<file path="src/rtl/mxb_link_pkg.sv">
package mxb_link_pkg;

    typedef enum logic [1:0] {
        PH_IDLE = 2'd0,
        PH_ADDR = 2'd1,
        PH_DATA = 2'd2
    } phase_e;

endpackage

</file>
<file path="src/rtl/mxb_sender.sv">
module mxb_sender
    import mxb_link_pkg::*;
#(
    parameter int AW = 16,
    parameter int DW = 16,
    parameter int BW = 4,
    parameter int LW = 4
) (
    input  logic          clk,
    input  logic          rst_n,
    input  logic          cmd_valid,
    input  logic          cmd_block,
    input  logic [AW-1:0] cmd_addr,
    input  logic [LW-1:0] cmd_len,
    output logic          cmd_ready,
    input  logic [DW-1:0] data_in,
    output logic          data_take,
    output logic          bus_valid,
    output logic          bus_is_addr,
    output logic          bus_burst,
    output logic          bus_last,
    output logic [BW-1:0] bus_ad,
    output logic [BW-1:0] bus_ext
);
    localparam int AP  = AW / BW;
    localparam int SP  = DW / BW;
    localparam int BP  = DW / (2 * BW);
    localparam int PCW = $clog2(AP + SP);

    typedef struct packed {
        phase_e        ph;
        logic          blk;
        logic [PCW-1:0] pc;
        logic [LW-1:0] left;
        logic [AW-1:0] ash;
        logic [DW-1:0] dsh;
    } snd_t;

    snd_t q, d;
    logic last_piece;

    always_comb begin
        d          = q;
        data_take  = 1'b0;
        last_piece = (q.pc == (q.blk ? PCW'(BP - 1) : PCW'(SP - 1)));
        case (q.ph)
            PH_IDLE: begin
                if (cmd_valid) begin
                    d.ph      = PH_ADDR;
                    d.blk     = cmd_block;
                    d.pc      = '0;
                    d.left    = (cmd_block && cmd_len != '0) ? cmd_len : LW'(1);
                    d.ash     = cmd_addr;
                    d.dsh     = data_in;
                    data_take = 1'b1;
                end
            end
            PH_ADDR: begin
                d.ash = q.ash >> BW;
                if (q.pc == PCW'(AP - 1)) begin
                    d.ph = PH_DATA;
                    d.pc = '0;
                end else begin
                    d.pc = q.pc + PCW'(1);
                end
            end
            PH_DATA: begin
                d.dsh = q.blk ? (q.dsh >> (2 * BW)) : (q.dsh >> BW);
                if (last_piece) begin
                    d.pc = '0;
                    if (q.left > LW'(1)) begin
                        d.left    = q.left - LW'(1);
                        d.dsh     = data_in;
                        data_take = 1'b1;
                    end else begin
                        d.ph = PH_IDLE;
                    end
                end else begin
                    d.pc = q.pc + PCW'(1);
                end
            end
            default: d.ph = PH_IDLE;
        endcase
    end

    always_ff @(posedge clk or negedge rst_n) begin
        if (!rst_n) begin
            q <= '{ph: PH_IDLE, blk: 1'b0, pc: '0, left: '0, ash: '0, dsh: '0};
        end else begin
            q <= d;
        end
    end

    assign cmd_ready   = (q.ph == PH_IDLE);
    assign bus_valid   = (q.ph != PH_IDLE);
    assign bus_is_addr = (q.ph == PH_ADDR);
    assign bus_burst   = (q.ph == PH_ADDR) && q.blk;
    assign bus_last    = (q.ph == PH_DATA) && last_piece && (q.left == LW'(1));
    assign bus_ad      = (q.ph == PH_ADDR) ? q.ash[BW-1:0] : q.dsh[BW-1:0];
    assign bus_ext     = ((q.ph == PH_DATA) && q.blk) ? q.dsh[2*BW-1:BW] : '0;

endmodule

</file>
<file path="src/rtl/mxb_receiver.sv">
module mxb_receiver #(
    parameter int AW = 16,
    parameter int DW = 16,
    parameter int BW = 4
) (
    input  logic          clk,
    input  logic          rst_n,
    input  logic          bus_valid,
    input  logic          bus_is_addr,
    input  logic          bus_burst,
    input  logic [BW-1:0] bus_ad,
    input  logic [BW-1:0] bus_ext,
    output logic          wr_valid,
    output logic [AW-1:0] wr_addr,
    output logic [DW-1:0] wr_data
);
    localparam int AP  = AW / BW;
    localparam int SP  = DW / BW;
    localparam int BP  = DW / (2 * BW);
    localparam int PCW = $clog2(AP + SP);

    typedef struct packed {
        logic           blk;
        logic [PCW-1:0] pc;
        logic [AW-1:0]  adr;
        logic [DW-1:0]  acc;
        logic           wv;
        logic [AW-1:0]  wa;
        logic [DW-1:0]  wd;
    } rcv_t;

    rcv_t q, d;
    logic [DW-1:0] acc_next;
    logic          word_done;

    always_comb begin
        d         = q;
        d.wv      = 1'b0;
        acc_next  = q.blk ? ((q.acc >> (2 * BW)) | (DW'({bus_ext, bus_ad}) << (DW - 2 * BW)))
                          : ((q.acc >> BW) | (DW'(bus_ad) << (DW - BW)));
        word_done = (q.pc == (q.blk ? PCW'(BP - 1) : PCW'(SP - 1)));
        if (bus_valid) begin
            if (bus_is_addr) begin
                d.adr = (q.adr >> BW) | (AW'(bus_ad) << (AW - BW));
                d.blk = bus_burst;
                d.pc  = '0;
            end else begin
                d.acc = acc_next;
                if (word_done) begin
                    d.wv = 1'b1;
                    d.wa = q.adr;
                    d.wd = acc_next;
                    d.pc = '0;
                    if (q.blk) begin
                        d.adr = q.adr + AW'(1);
                    end
                end else begin
                    d.pc = q.pc + PCW'(1);
                end
            end
        end
    end

    always_ff @(posedge clk or negedge rst_n) begin
        if (!rst_n) begin
            q <= '0;
        end else begin
            q <= d;
        end
    end

    assign wr_valid = q.wv;
    assign wr_addr  = q.wa;
    assign wr_data  = q.wd;

endmodule

</file>
<file path="src/rtl/mxb_link.sv">
module mxb_link #(
    parameter int AW = 16,
    parameter int DW = 16,
    parameter int BW = 4,
    parameter int LW = 4
) (
    input  logic          clk,
    input  logic          rst_n,
    input  logic          cmd_valid,
    input  logic          cmd_block,
    input  logic [AW-1:0] cmd_addr,
    input  logic [LW-1:0] cmd_len,
    output logic          cmd_ready,
    input  logic [DW-1:0] data_in,
    output logic          data_take,
    output logic          bus_valid,
    output logic          bus_is_addr,
    output logic          bus_burst,
    output logic          bus_last,
    output logic [BW-1:0] bus_ad,
    output logic [BW-1:0] bus_ext,
    output logic          wr_valid,
    output logic [AW-1:0] wr_addr,
    output logic [DW-1:0] wr_data
);

    mxb_sender #(.AW(AW), .DW(DW), .BW(BW), .LW(LW)) u_snd (
        .clk         (clk),
        .rst_n       (rst_n),
        .cmd_valid   (cmd_valid),
        .cmd_block   (cmd_block),
        .cmd_addr    (cmd_addr),
        .cmd_len     (cmd_len),
        .cmd_ready   (cmd_ready),
        .data_in     (data_in),
        .data_take   (data_take),
        .bus_valid   (bus_valid),
        .bus_is_addr (bus_is_addr),
        .bus_burst   (bus_burst),
        .bus_last    (bus_last),
        .bus_ad      (bus_ad),
        .bus_ext     (bus_ext)
    );

    mxb_receiver #(.AW(AW), .DW(DW), .BW(BW)) u_rcv (
        .clk         (clk),
        .rst_n       (rst_n),
        .bus_valid   (bus_valid),
        .bus_is_addr (bus_is_addr),
        .bus_burst   (bus_burst),
        .bus_ad      (bus_ad),
        .bus_ext     (bus_ext),
        .wr_valid    (wr_valid),
        .wr_addr     (wr_addr),
        .wr_data     (wr_data)
    );

endmodule

</file>
<file path="config.mk">
export PLATFORM = sky130hd
export DESIGN_NAME = mxb_link
export DESIGN_NICKNAME = d
export VERILOG_FILES = /design/src/rtl/mxb_link_pkg.sv /design/src/rtl/mxb_sender.sv /design/src/rtl/mxb_receiver.sv /design/src/rtl/mxb_link.sv
export SDC_FILE = /design/constraint.sdc
export NUM_CORES = 1
export LEC_CHECK = 0
export ABC_AREA = 1
export BUFFER_PORTS_ARGS = -buffer_cell sky130_fd_sc_hd__buf_4
export CORE_MARGIN = 1.5
export CORE_UTILIZATION = 53
export CTS_BUF_LIST = sky130_fd_sc_hd__clkbuf_16
export DETAILED_ROUTE_END_ITERATION = 10
export PLACE_DENSITY = 0.75
export SLEW_MARGIN = 10
export SYNTH_ARGS = -nofsm -noshare
export SYNTH_HDL_FRONTEND = slang
export SYNTH_HIERARCHICAL = 1
export SYNTH_SLANG_ARGS = --single-unit
</file>
<file path="constraint.sdc">
create_clock -name clk -period 5.32 [get_ports clk]
set_clock_uncertainty 0.05 [all_clocks]
set_input_delay 0.532 -clock clk [delete_from_list [all_inputs] [get_ports clk]]
set_output_delay 0.532 -clock clk [all_outputs]
set_load 0.02 [all_outputs]
</file>
==> results.py <==
metrics = {
    "worst_setup_path": {
        "path_buf_inv": 4,
        "critical_path_peak_fanout": 24,
        "worst-setup-path-type": "reg2reg",
        "critical_path.most_common_cell": "inv_1",
        "startpoint_type": "flip-flop",
        "critical_path_arrival_ns": 3.18,
        "crit_required_ns": 5.50,
        "cp_cell_sequence": "inv_1 > ha_1 > inv_1 > inv_1 > a21oi_1 > nand2_1 > clkinv_1 > nand3_1 > nand2_1",
        "cp_slowest_cell": "nand2_1",
        "critPathMaxStageDelay_ns": 0.56,
        "crit_family": "buffers and inverters",
        "timing.critical_path.to_type": "flip-flop",
    },
    "sta": {
        "grt_setup_unrepaired": "false",
        "max_slew_margin": 0.240,
        "layout_min_cycle_time_ns": 2.99,
        "portion_of_the_clock_cycle_consumed_by_the_worst_path_in_the_final_layout": 0.562,
        "final-hold-violation-count": 0,
        "achievable-frequency_ghz": 0.334,
        "max_slew.worst_pin.slew_ns": 1.14,
        "final_critical_path_setup_slack_ns": 2.33,
        "report.final.setup_viol": 0,
        "timing.setup.tns_ns": 0,
        "final-max-slew-violation-count": 0,
    },
    "synthesis": {
        "synth_edf_count": 0,
        "synth-seq-area-share": 0.431,
        "distinct_cell_type_count_after_synthesis": 34,
        "postSynth.topFlopCell": "dfrtp_1",
        "mappedNetlistArea_mm2": 0.00622,
        "avgSynthCellArea_um2": 7.51,
        "yosys_warnings": 6,
        "yosysMostFrequentCell": "nand2_1",
        "synth.net_count": 879,
        "netlist.area_leader.share": 0.431,
        "synth.cells.most_frequent": "nand2_1, dfrtp_1, inv_1",
        "synthesis.instances": 828,
        "ys_ff_latch": 107,
        "synth.top_cells.by_area": "dfrtp_1, nand2_1, inv_1, o21ai_0, buf_4",
        "top_cell_type_by_total_area_after_synthesis": "dfrtp_1",
        "synth_async_sr_flop_share": 1.00,
    },
    "cts": {
        "postCtsSetupRepairBufs": 0,
        "tritoncts": "built",
        "clock-root-buffer": "clkbuf_16",
        "clkLatencyLatePin_ns": 0.35,
        "cts_inserted_buffers": 9,
        "clock_tree.htree_level_count": 3,
        "clkSlewWorstSetupHoldPaths_ns": 0.07,
        "post_cts.resized_instances": 0,
        "clock_sinks": 107,
        "hold_buffers": 0,
        "clk_path_buf_depth": 2,
    },
    "grt": {
        "grt_first_pass_wirelength_um": 22100,
        "number_of_antenna_violations_at_the_first_check_in_global_routing": 0,
        "largest_net_degree_at_the_start_of_global_routing": 66,
        "grt_residual_overflow": 0,
        "track_usage": 0.216,
        "grt_pass1_vias": 4741,
    },
    "cells_and_area": {
        "area_growth_pct": 11.2,
        "layout.nets": 913,
        "finish.utilization": 0.606,
        "share_of_final_layout_standard_cells_stronger_than_drive_strength_1": 0.183,
        "n_fill_cell": 1063,
        "regArea_mm2": 0.00268,
        "final-instance-count-excl-fill": 1010,
        "insertedDiodeCount": 0,
        "multiInputGateArea_mm2": 0.00264,
    },
    "route": {
        "detail_route.iter0.violations": 325,
        "drtPass1Iterations": 5,
        "routed_wire_length_per_instance_um": 12.8,
        "postRouteAntennaNets": 0,
        "drc_errors": 0,
        "vias_per_cell": 5.09,
        "route.vias.total": 5137,
        "routed_wl_um": 12900,
    },
    "floorplanning": {
        "num_io_pins": 87,
        "fp.dieW_um": 111,
        "initial_core_utilization": 0.544,
        "die_h_um": 111,
        "num_rows": 39,
        "die_outline_area_mm2": 0.0124,
        "floorplan.core_area_mm2": 0.0114,
    },
    "power_and_ir_drop": {
        "power_leakage_nw": 3.48,
        "ir_worst_vdd_uv": 357,
        "share_comb_of_total_power": 0.478,
        "p_int_w": 0.00222,
        "power_density_mw_per_mm2": 589,
        "seqPwrFrac": 0.356,
        "switching_power_w": 0.00186,
        "totalPowerFinal_w": 0.00407,
        "power.share.switching": 0.456,
        "share_clk_of_total_power": 0.166,
    },
    "place": {
        "buffer_ports.inserted": 86,
        "hpwlAfterDp_um": 9060,
        "post-place-cells": 994,
        "place_worst_setup_slack_ns": 2.37,
        "routabilityCongestion": 0.840,
    },
    "flow_run": {
        "drv.max_cap_violation_count": 0,
    },
    "status": {
        "run_status": "completed",
    },
    "min_path": {
        "hold_path.class": "in2async",
    },
}
[logic make-up after synthesis]
logic type,count (synthesis),synth area share
AOI/OAI and AO/OA,155,0.141
xor gates and xnor gates,6,0.00845
adders and majority gates,11,0.0221
buffers and inverters,187,0.147
DFF,107,0.431
and+or+nand+nor,362,0.251
[through the flow]
step,hold slack [ns],cell area [um2]
global route,0.279,6920
CTS,0.243,6920
detailed placement,0.447,6620
floorplan,0.186,6220
finish,0.200,6920
global placement,0.442,6620
[layout make-up]
cell class	count	area share
flip-flops and latches	107	0.387
multi-input cells	534	0.381
repair buffers	90	0.0977
inverters	120	0.0651
clock buffers	9	0.0326
well taps	143	0.0259
clock inverters	7	0.0105
[power by group through the flow]
stage	Combinational, W	Clock (W)	Sequential, W
3_3_place_gp	0.00192	0	0.00145
3_5_place_dp	0.00195	0	0.00146
5_1_grt	0.00218	0.000732	0.00150
6_report	0.00195	0.000675	0.00145
4_1_cts	0.00196	0.000690	0.00145
2_1_floorplan	0.00165	0	0.00135
[sequential cells by signal, indices dropped and copies added (netlist names)]
signal,cells
u_snd/q,42
u_rcv/q,32
u_rcv/wr_addr,16
u_rcv/wr_data,16
u_rcv/wr_valid,1
[layer usage]
| metal | track usage | vias to the layer above | part of all wire |
|---|---|---|---|
| li1 | - | 2638 | - |
| met1 | 0.306 | 2348 | 0.47 |
| met2 | 0.349 | 137 | 0.47 |
| met3 | 0.0262 | 14 | 0.044 |
| met4 | 0.0709 | 0 | 0.014 |
| met5 | 0 | - | 0 |
[path summary, 6_finish.rpt]
path                                              start                            to  slack, ns  depth (start not counted)
min in group clk                            data_in[15]       u_snd/q[15]$_DFFE_PN0P_       0.35                          3
worst min-delay path                              rst_n  u_rcv/wr_addr[3]$_DFFE_PN0P_       0.20                          1
worst min register to register  u_snd/q[15]$_DFFE_PN0P_       u_snd/q[15]$_DFFE_PN0P_       0.47                          2
max in group asynchronous                         rst_n       u_rcv/q[40]$_DFFE_PN0N_       3.94                          2
worst max-delay path            u_snd/q[41]$_DFFE_PN0P_       u_rcv/q[58]$_DFFE_PN0P_       2.33                          9
worst max register to register  u_snd/q[41]$_DFFE_PN0P_       u_rcv/q[58]$_DFFE_PN0P_       2.33                          9
[layout by cell type (no fill, tap or decap), types with 11 or more instances in the layout]
master	n
dfrtp_1	107
o21ai_1	25
buf_4	90
nand2_2	11
nor2_1	70
nand2_1	209
a21oi_1	28
ha_1	11
inv_1	107
nand3_1	47
a22oi_1	13
o21ai_0	70
(Power assumes the default switching activity.)
